==> config.mk <==
export PLATFORM = sky130hd
export DESIGN_NAME = prio_intc
export DESIGN_NICKNAME = d
export VERILOG_FILES = /design/src/rtl/prio_intc_pkg.sv /design/src/rtl/prio_intc_srcstate.sv /design/src/rtl/prio_intc_cfg.sv /design/src/rtl/prio_intc_arb.sv /design/src/rtl/prio_intc.sv
export SDC_FILE = /design/constraint.sdc
export NUM_CORES = 1
export LEC_CHECK = 0
export BUFFER_PORTS_ARGS = -buffer_cell sky130_fd_sc_hd__buf_2
export CORE_MARGIN = 10
export CORE_UTILIZATION = 56
export CTS_CLUSTER_DIAMETER = 80
export DETAILED_ROUTE_END_ITERATION = 16
export PLACE_DENSITY = 0.81
export SLEW_MARGIN = 0
export SYNTH_ARGS = -nofsm -noshare
export SYNTH_HDL_FRONTEND = slang
export SYNTH_SLANG_ARGS = --single-unit
==> constraint.sdc <==
create_clock -name clk_i -period 15.4 [get_ports clk_i]
set_clock_uncertainty 0.15 [all_clocks]
set_input_delay 0.77 -clock clk_i [delete_from_list [all_inputs] [get_ports clk_i]]
set_output_delay 0.77 -clock clk_i [all_outputs]
set_load 0.01 [all_outputs]
==> src/rtl/prio_intc_pkg.sv <==
package prio_intc_pkg;
  localparam int unsigned WORD_W = 32;

  // Word addresses of the register port
  localparam int unsigned ADR_THRESH    = 'h00;
  localparam int unsigned ADR_CLAIM     = 'h01;
  localparam int unsigned ADR_EN_BASE   = 'h04;
  localparam int unsigned ADR_PEND_BASE = 'h08;
  localparam int unsigned ADR_PRIO_BASE = 'h10;

  function automatic int unsigned vec_words(input int unsigned nsrc);
    return (nsrc + WORD_W) / WORD_W;
  endfunction
endpackage

==> src/rtl/prio_intc_srcstate.sv <==
module prio_intc_srcstate
  import prio_intc_pkg::*;
#(
  parameter int unsigned NUM_SRC = 8,
  parameter int unsigned ID_W    = $clog2(NUM_SRC + 1),
  parameter int unsigned VEC_W   = vec_words(NUM_SRC) * WORD_W
) (
  input  logic               clk_i,
  input  logic               rst_ni,
  input  logic [NUM_SRC-1:0] src_req_i,
  input  logic               claim_fire_i,
  input  logic [ID_W-1:0]    claim_id_i,
  input  logic               cmpl_fire_i,
  input  logic [WORD_W-1:0]  cmpl_id_i,
  output logic [VEC_W-1:0]   pend_o
);

  logic [VEC_W-1:0] pend_q;
  logic [VEC_W-1:0] busy_q;

  for (genvar b = 0; b < VEC_W; b++) begin : g_bit
    if (b >= 1 && b <= NUM_SRC) begin : g_src
      logic req_q;
      logic rise, hit_claim, hit_cmpl;
      logic pend_d, busy_d, pend_en, busy_en;

      always_comb begin
        rise      = src_req_i[b-1] & ~req_q;
        hit_claim = claim_fire_i && (claim_id_i == ID_W'(b));
        hit_cmpl  = cmpl_fire_i && (cmpl_id_i == WORD_W'(b));
        pend_en   = hit_claim | (rise & ~busy_q[b]);
        pend_d    = ~hit_claim;
        busy_en   = hit_claim | hit_cmpl;
        busy_d    = hit_claim;
      end

      always_ff @(posedge clk_i or negedge rst_ni) begin
        if (!rst_ni) req_q <= 1'b0;
        else         req_q <= src_req_i[b-1];
      end

      always_ff @(posedge clk_i or negedge rst_ni) begin
        if (!rst_ni)      pend_q[b] <= 1'b0;
        else if (pend_en) pend_q[b] <= pend_d;
      end

      always_ff @(posedge clk_i or negedge rst_ni) begin
        if (!rst_ni)      busy_q[b] <= 1'b0;
        else if (busy_en) busy_q[b] <= busy_d;
      end

      AST_CLAIM_MARKS: assert property (@(posedge clk_i) disable iff (!rst_ni)
        hit_claim |=> (busy_q[b] && !pend_q[b]));
      AST_CMPL_RELEASES: assert property (@(posedge clk_i) disable iff (!rst_ni)
        (hit_cmpl && !hit_claim) |=> !busy_q[b]);
      AST_BUSY_BLOCKS: assert property (@(posedge clk_i) disable iff (!rst_ni)
        (busy_q[b] && !hit_cmpl) |=> !pend_q[b]);
    end else begin : g_none
      assign pend_q[b] = 1'b0;
      assign busy_q[b] = 1'b0;
    end
  end

  assign pend_o = pend_q;

endmodule

==> src/rtl/prio_intc_cfg.sv <==
module prio_intc_cfg
  import prio_intc_pkg::*;
#(
  parameter int unsigned NUM_SRC = 8,
  parameter int unsigned PRIO_W  = 3,
  parameter int unsigned ADDR_W  = 8,
  parameter int unsigned NWORD   = vec_words(NUM_SRC),
  parameter int unsigned VEC_W   = NWORD * WORD_W
) (
  input  logic              clk_i,
  input  logic              rst_ni,
  input  logic              wr_i,
  input  logic [ADDR_W-1:0] addr_i,
  input  logic [WORD_W-1:0] wdata_i,
  output logic [PRIO_W-1:0] thr_o,
  output logic [VEC_W-1:0]  en_o,
  output logic [PRIO_W-1:0] prio_o [NUM_SRC+1]
);

  // Threshold
  logic              thr_we;
  logic [PRIO_W-1:0] thr_q;

  assign thr_we = wr_i && (int'(addr_i) == ADR_THRESH);

  always_ff @(posedge clk_i or negedge rst_ni) begin
    if (!rst_ni)     thr_q <= '0;
    else if (thr_we) thr_q <= wdata_i[PRIO_W-1:0];
  end
  assign thr_o = thr_q;

  // Enable words, one flop per real source bit
  for (genvar w = 0; w < NWORD; w++) begin : g_enw
    logic en_we;
    assign en_we = wr_i && (int'(addr_i) == ADR_EN_BASE + w);
    for (genvar i = 0; i < WORD_W; i++) begin : g_enb
      localparam int unsigned SID = w * WORD_W + i;
      if (SID >= 1 && SID <= NUM_SRC) begin : g_real
        logic en_q;
        always_ff @(posedge clk_i or negedge rst_ni) begin
          if (!rst_ni)    en_q <= 1'b0;
          else if (en_we) en_q <= wdata_i[i];
        end
        assign en_o[SID] = en_q;
      end else begin : g_tie
        assign en_o[SID] = 1'b0;
      end
    end
  end

  // Priorities: word ADR_PRIO_BASE + k belongs to source k + 1
  assign prio_o[0] = '0;
  for (genvar s = 1; s <= NUM_SRC; s++) begin : g_prio
    logic              prio_we;
    logic [PRIO_W-1:0] prio_q;
    assign prio_we = wr_i && (int'(addr_i) == ADR_PRIO_BASE + s - 1);
    always_ff @(posedge clk_i or negedge rst_ni) begin
      if (!rst_ni)      prio_q <= '0;
      else if (prio_we) prio_q <= wdata_i[PRIO_W-1:0];
    end
    assign prio_o[s] = prio_q;

    AST_PRIO_LOW_BITS: assert property (@(posedge clk_i) disable iff (!rst_ni)
      prio_we |=> (prio_o[s] == $past(wdata_i[PRIO_W-1:0])));
  end

endmodule

==> src/rtl/prio_intc_arb.sv <==
module prio_intc_arb
  import prio_intc_pkg::*;
#(
  parameter int unsigned NUM_SRC = 8,
  parameter int unsigned PRIO_W  = 3,
  parameter int unsigned ID_W    = $clog2(NUM_SRC + 1),
  parameter int unsigned VEC_W   = vec_words(NUM_SRC) * WORD_W
) (
  input  logic              clk_i,
  input  logic              rst_ni,
  input  logic [VEC_W-1:0]  pend_i,
  input  logic [VEC_W-1:0]  en_i,
  input  logic [PRIO_W-1:0] prio_i [NUM_SRC+1],
  input  logic [PRIO_W-1:0] thr_i,
  output logic [ID_W-1:0]   win_id_o,
  output logic              win_valid_o
);

  logic [PRIO_W-1:0] best_prio;
  logic [ID_W-1:0]   best_id;

  // Scan upward; a later source replaces the leader only when strictly
  // higher, so the lowest ID keeps a tie.
  always_comb begin
    best_prio = thr_i;
    best_id   = '0;
    for (int s = 1; s <= NUM_SRC; s++) begin
      if (pend_i[s] && en_i[s] && (prio_i[s] > best_prio)) begin
        best_prio = prio_i[s];
        best_id   = ID_W'(s);
      end
    end
  end

  assign win_id_o    = best_id;
  assign win_valid_o = (best_id != '0);

  AST_WINNER_ELIGIBLE: assert property (@(posedge clk_i) disable iff (!rst_ni)
    win_valid_o |-> (pend_i[win_id_o] && en_i[win_id_o]
                     && (prio_i[win_id_o] > thr_i)));
  AST_WINNER_IN_RANGE: assert property (@(posedge clk_i) disable iff (!rst_ni)
    win_id_o <= ID_W'(NUM_SRC));

endmodule

==> src/rtl/prio_intc.sv <==
module prio_intc
  import prio_intc_pkg::*;
#(
  parameter int unsigned NUM_SRC = 8,
  parameter int unsigned PRIO_W  = 3,
  parameter int unsigned ADDR_W  = 8
) (
  input  logic               clk_i,
  input  logic               rst_ni,
  input  logic [NUM_SRC-1:0] src_req_i,
  input  logic               reg_req_i,
  input  logic               reg_we_i,
  input  logic [ADDR_W-1:0]  reg_addr_i,
  input  logic [31:0]        reg_wdata_i,
  output logic [31:0]        reg_rdata_o,
  output logic               irq_o
);

  localparam int unsigned NWORD = vec_words(NUM_SRC);
  localparam int unsigned VEC_W = NWORD * WORD_W;
  localparam int unsigned ID_W  = $clog2(NUM_SRC + 1);

  logic              wr, rd, claim_fire, cmpl_fire;
  logic [PRIO_W-1:0] thr;
  logic [VEC_W-1:0]  en, pend;
  logic [PRIO_W-1:0] prio [NUM_SRC+1];
  logic [ID_W-1:0]   win_id;
  logic              win_valid;
  logic              irq_q;

  assign wr         = reg_req_i & reg_we_i;
  assign rd         = reg_req_i & ~reg_we_i;
  assign claim_fire = rd && (int'(reg_addr_i) == ADR_CLAIM) && win_valid;
  assign cmpl_fire  = wr && (int'(reg_addr_i) == ADR_CLAIM);

  prio_intc_cfg #(
    .NUM_SRC (NUM_SRC),
    .PRIO_W  (PRIO_W),
    .ADDR_W  (ADDR_W)
  ) u_cfg (
    .clk_i   (clk_i),
    .rst_ni  (rst_ni),
    .wr_i    (wr),
    .addr_i  (reg_addr_i),
    .wdata_i (reg_wdata_i),
    .thr_o   (thr),
    .en_o    (en),
    .prio_o  (prio)
  );

  prio_intc_srcstate #(
    .NUM_SRC (NUM_SRC)
  ) u_src (
    .clk_i        (clk_i),
    .rst_ni       (rst_ni),
    .src_req_i    (src_req_i),
    .claim_fire_i (claim_fire),
    .claim_id_i   (win_id),
    .cmpl_fire_i  (cmpl_fire),
    .cmpl_id_i    (reg_wdata_i),
    .pend_o       (pend)
  );

  prio_intc_arb #(
    .NUM_SRC (NUM_SRC),
    .PRIO_W  (PRIO_W)
  ) u_arb (
    .clk_i       (clk_i),
    .rst_ni      (rst_ni),
    .pend_i      (pend),
    .en_i        (en),
    .prio_i      (prio),
    .thr_i       (thr),
    .win_id_o    (win_id),
    .win_valid_o (win_valid)
  );

  always_ff @(posedge clk_i or negedge rst_ni) begin
    if (!rst_ni) irq_q <= 1'b0;
    else         irq_q <= win_valid;
  end
  assign irq_o = irq_q;

  // Read mux
  always_comb begin
    reg_rdata_o = '0;
    if (rd) begin
      if (int'(reg_addr_i) == ADR_THRESH) reg_rdata_o[PRIO_W-1:0] = thr;
      if (int'(reg_addr_i) == ADR_CLAIM)  reg_rdata_o[ID_W-1:0]   = win_id;
      for (int w = 0; w < NWORD; w++) begin
        if (int'(reg_addr_i) == ADR_EN_BASE + w)
          reg_rdata_o = en[w*WORD_W +: WORD_W];
        if (int'(reg_addr_i) == ADR_PEND_BASE + w)
          reg_rdata_o = pend[w*WORD_W +: WORD_W];
      end
      for (int s = 1; s <= NUM_SRC; s++) begin
        if (int'(reg_addr_i) == ADR_PRIO_BASE + s - 1)
          reg_rdata_o[PRIO_W-1:0] = prio[s];
      end
    end
  end

  AST_EMPTY_CLAIM_KEEPS: assert property (@(posedge clk_i) disable iff (!rst_ni)
    (rd && (int'(reg_addr_i) == ADR_CLAIM) && !win_valid && !wr
     && (src_req_i == '0)) |=> $stable(pend));
  AST_CLAIM_DROPS_SRC: assert property (@(posedge clk_i) disable iff (!rst_ni)
    claim_fire |=> !pend[$past(win_id)]);

endmodule

## Yosys cells after proc, flatten, opt, wreduce, memory -nomap -nowiden

Index checks and enable logic that the tools add are counted.

- Register bits after elaboration: 60
- Bits of input ports: 52
- Output and inout port bits: 33

- Order comparisons: 8
- Equality and inequality tests: 27
- Muxes and demuxes: 28
- Bitwise operators: 59
- Reduce and logical (&&, ||, !) cells: 47

Operator list:

| operator | number |
|---|---|
| equality test 32 x 3 -> 1 bit, second input constant | 4 |
| equality test 32 x 2 -> 1 bit, second input constant | 2 |
| equality test 8 x 5 -> 1 bit, second input constant | 8 |
| two-way mux 32 bit | 2 |
| two-way mux 3 bit | 20 |
| logical AND 1 bit | 45 |
| equality test 32 x 1 -> 1 bit, second input constant | 1 |
| equality test 32 x 4 -> 1 bit, second input constant | 1 |
| NOT 1 bit | 25 |
| > comparator 3 bit | 8 |
| bitwise AND 1 bit | 18 |
| equality test 4 x 3 -> 1 bit, second input constant | 4 |
| OR 1 bit | 16 |
| two-way mux 9 bit | 1 |
| equality test 4 x 2 -> 1 bit, second input constant | 2 |
| equality test 8 x 1 -> 1 bit, second input constant | 1 |
| equality test 8 x 3 -> 1 bit, second input constant | 1 |
| equality test 8 x 4 -> 1 bit, second input constant | 1 |
| logical NOT 8 bit | 1 |
| two-way mux 4 bit | 2 |
| equality test 4 x 1 -> 1 bit, second input constant | 1 |
| equality test 4 bit, second input constant | 1 |
| two-way mux 2 bit | 2 |
| nonzero test 4 bit | 1 |
| two-way mux 1 bit | 1 |

## Longest topological paths before layout

- Word-level depth: 36
- Depth in mapped cells: 55

## Cells and area by module

Synthesis repeated with hierarchy kept, for this count alone.

- Cell total of the unflattened synthesis: 576
- Area total of the unflattened synthesis: 5,024.8 µm²

Modules (own cells, without submodules):

| module | times used | cells each | area an instance (µm²) |
|---|---|---|---|
| prio_intc_cfg | 1 | 129 | 1,726.7 |
| prio_intc_srcstate | 1 | 132 | 1,219.9 |
| prio_intc_arb | 1 | 154 | 1,054.8 |
| prio_intc | 1 | 161 | 1,023.5 |

## Worst setup path before layout

No wires, ideal clock.

- Path kind: register -> output
- Start: register u_cfg.thr_q[1] (netlist: u_cfg.thr_o[1])
- End: output port reg_rdata_o[0]
- Data arrival time: 10.470 ns
- Slack: 4.010 ns
- Stages on the path, launching flop included: 53
- Path buffers: 2
- Path through: dfrtp_1 inv_1 ha_1 nor2b_4 o311a_1 nand2_1 o21ai_0 ha_1 nor2_1 or3_1 nand4_1 a2bb2oi_1 mux2_2 ha_1 nor2_1 a31oi_1 o31ai_1 and3_1 [... 17 more ...] o21a_1 mux2_2 ha_1 nor2b_1 o21ai_0 nand2b_1 and4_1 clkbuf_1 nor2_1 a221o_1 ha_1 inv_1 a21o_1 a21oi_1 a311oi_1 nor2b_1 and2_1 a311o_1

- Cells in the longest elaborated chain, start to end: 36
- Elaborated cells between the ends (all ways): 43
- Classes of those cells: 8 x order compare; 27 x mux; 8 x reduce/logical

Ends and longest elaborated chain:

| what | line | source |
|---|---|---|
| start, declared | prio_intc_cfg.sv:22 | `logic [PRIO_W-1:0] thr_q;` |
| start signal, assigned | prio_intc_cfg.sv:28 | `else if (thr_we) thr_q <= wdata_i[PRIO_W-1:0];` |
| > comparator 3 bit | prio_intc_arb.sv:28 | `if (pend_i[s] && en_i[s] && (prio_i[s] > best_prio)) begin` |
| logical AND 1 bit | prio_intc_arb.sv:28 |  |
| two-way mux 3 bit | prio_intc_arb.sv:28 |  |
| > comparator 3 bit | prio_intc_arb.sv:28 |  |
| logical AND 1 bit | prio_intc_arb.sv:28 |  |
| two-way mux 3 bit | prio_intc_arb.sv:28 |  |
| > comparator 3 bit | prio_intc_arb.sv:28 |  |
| logical AND 1 bit | prio_intc_arb.sv:28 |  |
| [... 13 more ...] | n/a |  |
| > comparator 3 bit | prio_intc_arb.sv:28 |  |
| logical AND 1 bit | prio_intc_arb.sv:28 |  |
| two-way mux 4 bit (*) | prio_intc_arb.sv:28 |  |
| two-way mux 4 bit (*) | prio_intc.sv:89 | `if (int'(reg_addr_i) == ADR_CLAIM) reg_rdata_o[ID_W-1:0] = win_id;` |
| two-way mux 9 bit (*) | prio_intc.sv:91 | `if (int'(reg_addr_i) == ADR_EN_BASE + w)` |
| two-way mux 32 bit (*) | prio_intc.sv:93 | `if (int'(reg_addr_i) == ADR_PEND_BASE + w)` |
| two-way mux 3 bit (*) (8 in series) | prio_intc.sv:97 | `if (int'(reg_addr_i) == ADR_PRIO_BASE + s - 1)` |
| two-way mux 32 bit (*) | prio_intc.sv:87 | `if (rd) begin` |
| end, declared | prio_intc.sv:15 | `output logic [31:0] reg_rdata_o,` |

Every way passes the cells marked *; elsewhere a longest branch is shown, timed or not.

## Final worst setup path

- Start: register u_cfg.g_prio[1].prio_q[2]
- End: output port reg_rdata_o[0]

- Cells in the longest elaborated chain, start to end: 36
- Elaborated cells between the ends (all ways): 43
- Classes of those cells: 8 x order compare; 27 x mux; 8 x reduce/logical

Ends and longest elaborated chain:

| what | line | source |
|---|---|---|
| start, declared | prio_intc_cfg.sv:55 | `logic [PRIO_W-1:0] prio_q;` |
| start signal, assigned | prio_intc_cfg.sv:59 | `else if (prio_we) prio_q <= wdata_i[PRIO_W-1:0];` |
| > comparator 3 bit | prio_intc_arb.sv:28 |  |
| logical AND 1 bit | prio_intc_arb.sv:28 |  |
| two-way mux 3 bit | prio_intc_arb.sv:28 |  |
| > comparator 3 bit | prio_intc_arb.sv:28 |  |
| logical AND 1 bit | prio_intc_arb.sv:28 |  |
| two-way mux 3 bit | prio_intc_arb.sv:28 |  |
| > comparator 3 bit | prio_intc_arb.sv:28 |  |
| logical AND 1 bit | prio_intc_arb.sv:28 |  |
| [... 13 more ...] | n/a |  |
| > comparator 3 bit | prio_intc_arb.sv:28 |  |
| logical AND 1 bit | prio_intc_arb.sv:28 |  |
| two-way mux 4 bit (*) | prio_intc_arb.sv:28 |  |
| two-way mux 4 bit (*) | prio_intc.sv:89 |  |
| two-way mux 9 bit (*) | prio_intc.sv:91 |  |
| two-way mux 32 bit (*) | prio_intc.sv:93 |  |
| two-way mux 3 bit (*) (8 in series) | prio_intc.sv:97 |  |
| two-way mux 32 bit (*) | prio_intc.sv:87 |  |

Marks and branches as above.

==> summary.md <==
| Metric | Value |
|---|---|
| Hold WC Path Type | reg -> reg |
| Wire per inst | 20.2 µm |
| Slew HR | 0.297 |
| Area growth from synthesis to layout | 12.5% |
| Library cells used by synthesis | 75 |
| M1 GR Usage | 0.300 |
| Final WL | 12.9 mm |
| Peak VDD IR | 0.0637 mV |
| Most frequent cell after synthesis | dfrtp_1 |
| Worst-path maximum fanout | 9 |
| Mapped cell area | 4270 µm² |
| Met2 usage | 0.343 |
| Remaining DRCs | 0 |
| Antenna Nets Post-Route | 0 |
| Share of layout cells above drive strength 1 | 0.264 |
| Final Hold Viols | 0 |
| Routing usage on met3 | 0.0389 |
| Antenna violations before repair | 0 |
| Via density | 6.36 |
| First-pass GRT wire length | 20.6 mm |
| Top cells by count, synth | dfrtp_1, nor2_1, nand2_1 |
| Clock Root Buffer | clkbuf_8 |
| RSZ-0062 raised after global routing | no |
| Max Slew Vio Count | 0 |
| I/O Buffers | 61 |
| Worst Tran Pin Value | 1050 ps |
| Overall routing resource usage | 0.220 |
| Setup Fix Bufs, Post-CTS | 0 |
| PD cells | 79.4 nW/µm² |
| Final Total Pwr | 382 µW |
| Clock sink count | 60 |
| Asr flop ratio synth | 1.00 |
| Cell at the slowest stage of the critical path | dfrtp_1 |
| CTS tree | done |
| Vias in the first global route | 3908 |
| Post-synth EDFFs | 0 |
| HPWL Detailed | 9.76 mm |
| Detailed Route Iter0 Violations | 425 |
| Buf/Inv on CP | 2 |
| Critical path's top delay family | compound AO/OA/AOI/OAI gates |
| Ys Warns | 0 |
| Cts hold-fix bufs | 0 |
| Tcrit/Tclk final | 0.850 |
| Clock latency on the worst-skew pair | 340 ps |
| Status | finished clean |
| Reg clk slew, reported paths | 70 ps |
| CP Class | reg -> out |
| I/O Pins | 85 |
| Die Wd | 107 µm |
| Sequential fraction of the synthesis area | 0.351 |
| Placer Congestion | 0.921 |
| Req. time, crit path | 14480 ps |
| Clock buffer depth | 2 |
| # nets final | 599 |
| Number of max-cap violations | 0 |
| Vias post-DR | 4051 |
| Ys flop type | dfrtp_1 |
| Row cnt | 31 |
| CTS Buf Count | 9 |
| Ant. Diodes | 0 |
| Crit end category | output pin |
| Most used cell, CP | ha_1 |
| Critical Path AT | 12170 ps |
| Total die area | 11500 µm² |
| Total grt overflow | 0 |
| H-Tree Level Count | 3 |
| Setup TNS | 0 ps |
| Mapped Cells | 473 |
| Initial Utilization | 0.583 |
| Pin count of the biggest net entering global routing | 61 |
| Gr busiest metal | met2 |
| CTS resizes | 0 |
| Synth Register Bits | 60 |
| Largest area contributor in the netlist | dfrtp_1 |
| Worst setup SP type | flop |
| Drt pass-1 iters | 5 |
| Core area | 7330 µm² |
| Leakage power | 2.16 nW |
| Final min period | 13090 ps |
| Final setup viols | 0 |
| Die H | 107 µm |
| Delay of the slowest cell on the worst path | 510 ps |
| Top cell type's share of synthesized area | 0.351 |
| Main area contributors after synthesis | dfrtp_1, mux2_2, buf_4 |
| Avg Cell Area, Syn | 9.03 µm² |
| Fmax | 76.4 MHz |
[routing by layer]
metal  wire, µm  share of wire  up-vias
met4        187          0.015        0
met3       1310           0.10       22
met2       6110           0.47      233
met5          0              0        -
li1           -              -     1847
met1       5280           0.41     1949
[cell type report]
cell class | count | area [µm²]
clock inverters | 5 | 82.6
flip-flops and latches | 60 | 1500
repair buffers | 63 | 320
multi-input cells | 380 | 2560
well taps | 99 | 124
fillers | 598 | 2520
clock buffers | 11 | 151
inverters | 19 | 71.3
[metrics by stage]
step                      hold WS, ps  utilization  cell area, µm²  cells  setup WS (ps)
after floorplan                   301            -            4360    495           4010
after global placement            317        0.624            4570    621           3300
after detailed placement          343        0.624            4570    621           2910
after CTS                         360        0.656            4810    637           2480
after global routing              382        0.656            4810    637           1580
final                             351        0.656            4810    637           2310
[final timing paths]
path | start | end | slack (ps) | cells past startpoint
worst max-delay path | u_cfg.g_prio[1].prio_q[2] | reg_rdata_o[0] | 2310 | 51
worst min-delay path | u_src.busy_q[8] | u_src.busy_q[8] | 350 | 1
worst max register to register | u_cfg.g_prio[1].prio_q[2] | u_src.busy_q[2] | 3170 | 52
worst min register to register | u_src.busy_q[8] | u_src.busy_q[8] | 350 | 1
max in group asynchronous | rst_ni | u_src.g_bit[7].g_src.req_q | 14180 | 2
min in group asynchronous | rst_ni | u_cfg.thr_o[2] | 430 | 2
[placed cells by master (no fill, tap or decap), types with 4 or more instances in the layout]
master	count
nor4_1	10
a31o_1	4
dfrtp_1	60
o21ai_0	22
a211oi_1	4
a22oi_1	9
a21oi_1	24
nand3_1	10
conb_1	23
or3_1	4
a31oi_1	11
nand2_1	39
nor3_1	14
nand4_1	8
clkbuf_8	11
ha_1	14
inv_1	18
nand2b_1	5
o31ai_1	5
and3_1	8
nor2_1	46
buf_2	61
mux2_2	34
[registers in the layout (all words and copies together), names as in the netlist]
register	count
u_src.pend_o	8
u_src.g_bit.g_src.req_q	8
u_cfg.g_enw.g_enb.g_real.en_q	8
u_src.busy_q	8
irq_o	1
u_cfg.thr_o	3
u_cfg.g_prio.prio_q	24
[worst reg2reg max path, delay by kind of cell, from the launching register on]
kind                     cells  cell delay, ps
AO/OA/AOI/OAI               17            4220
AND/OR/NAND/NOR             22            3640
adder cells (fa/ha/maj)      9            2520
multiplexers                 3            1030
flip-flops                   1             510
buffers and inverters        1              50
[power breakdown]
part	internal, mW	switching (mW)
registers	0.162	0.00426
clock network	0.101	0.0693
logic	0.0172	0.0291
total	0.279	0.103
[cell families (layout without fill, tap and decap cells)]
family / count (synthesis) / after routing / synth area share
other: 1 / 23 / 0.000878
DFF: 60 / 60 / 0.351
buffers and inverters: 55 / 98 / 0.0712
muxes: 38 / 38 / 0.100
adders and majority gates: 16 / 16 / 0.0463
and+or+nand+nor: 171 / 171 / 0.204
AOI/OAI and AO/OA: 132 / 132 / 0.227
Note: power is estimated with default switching activity, not from simulation.
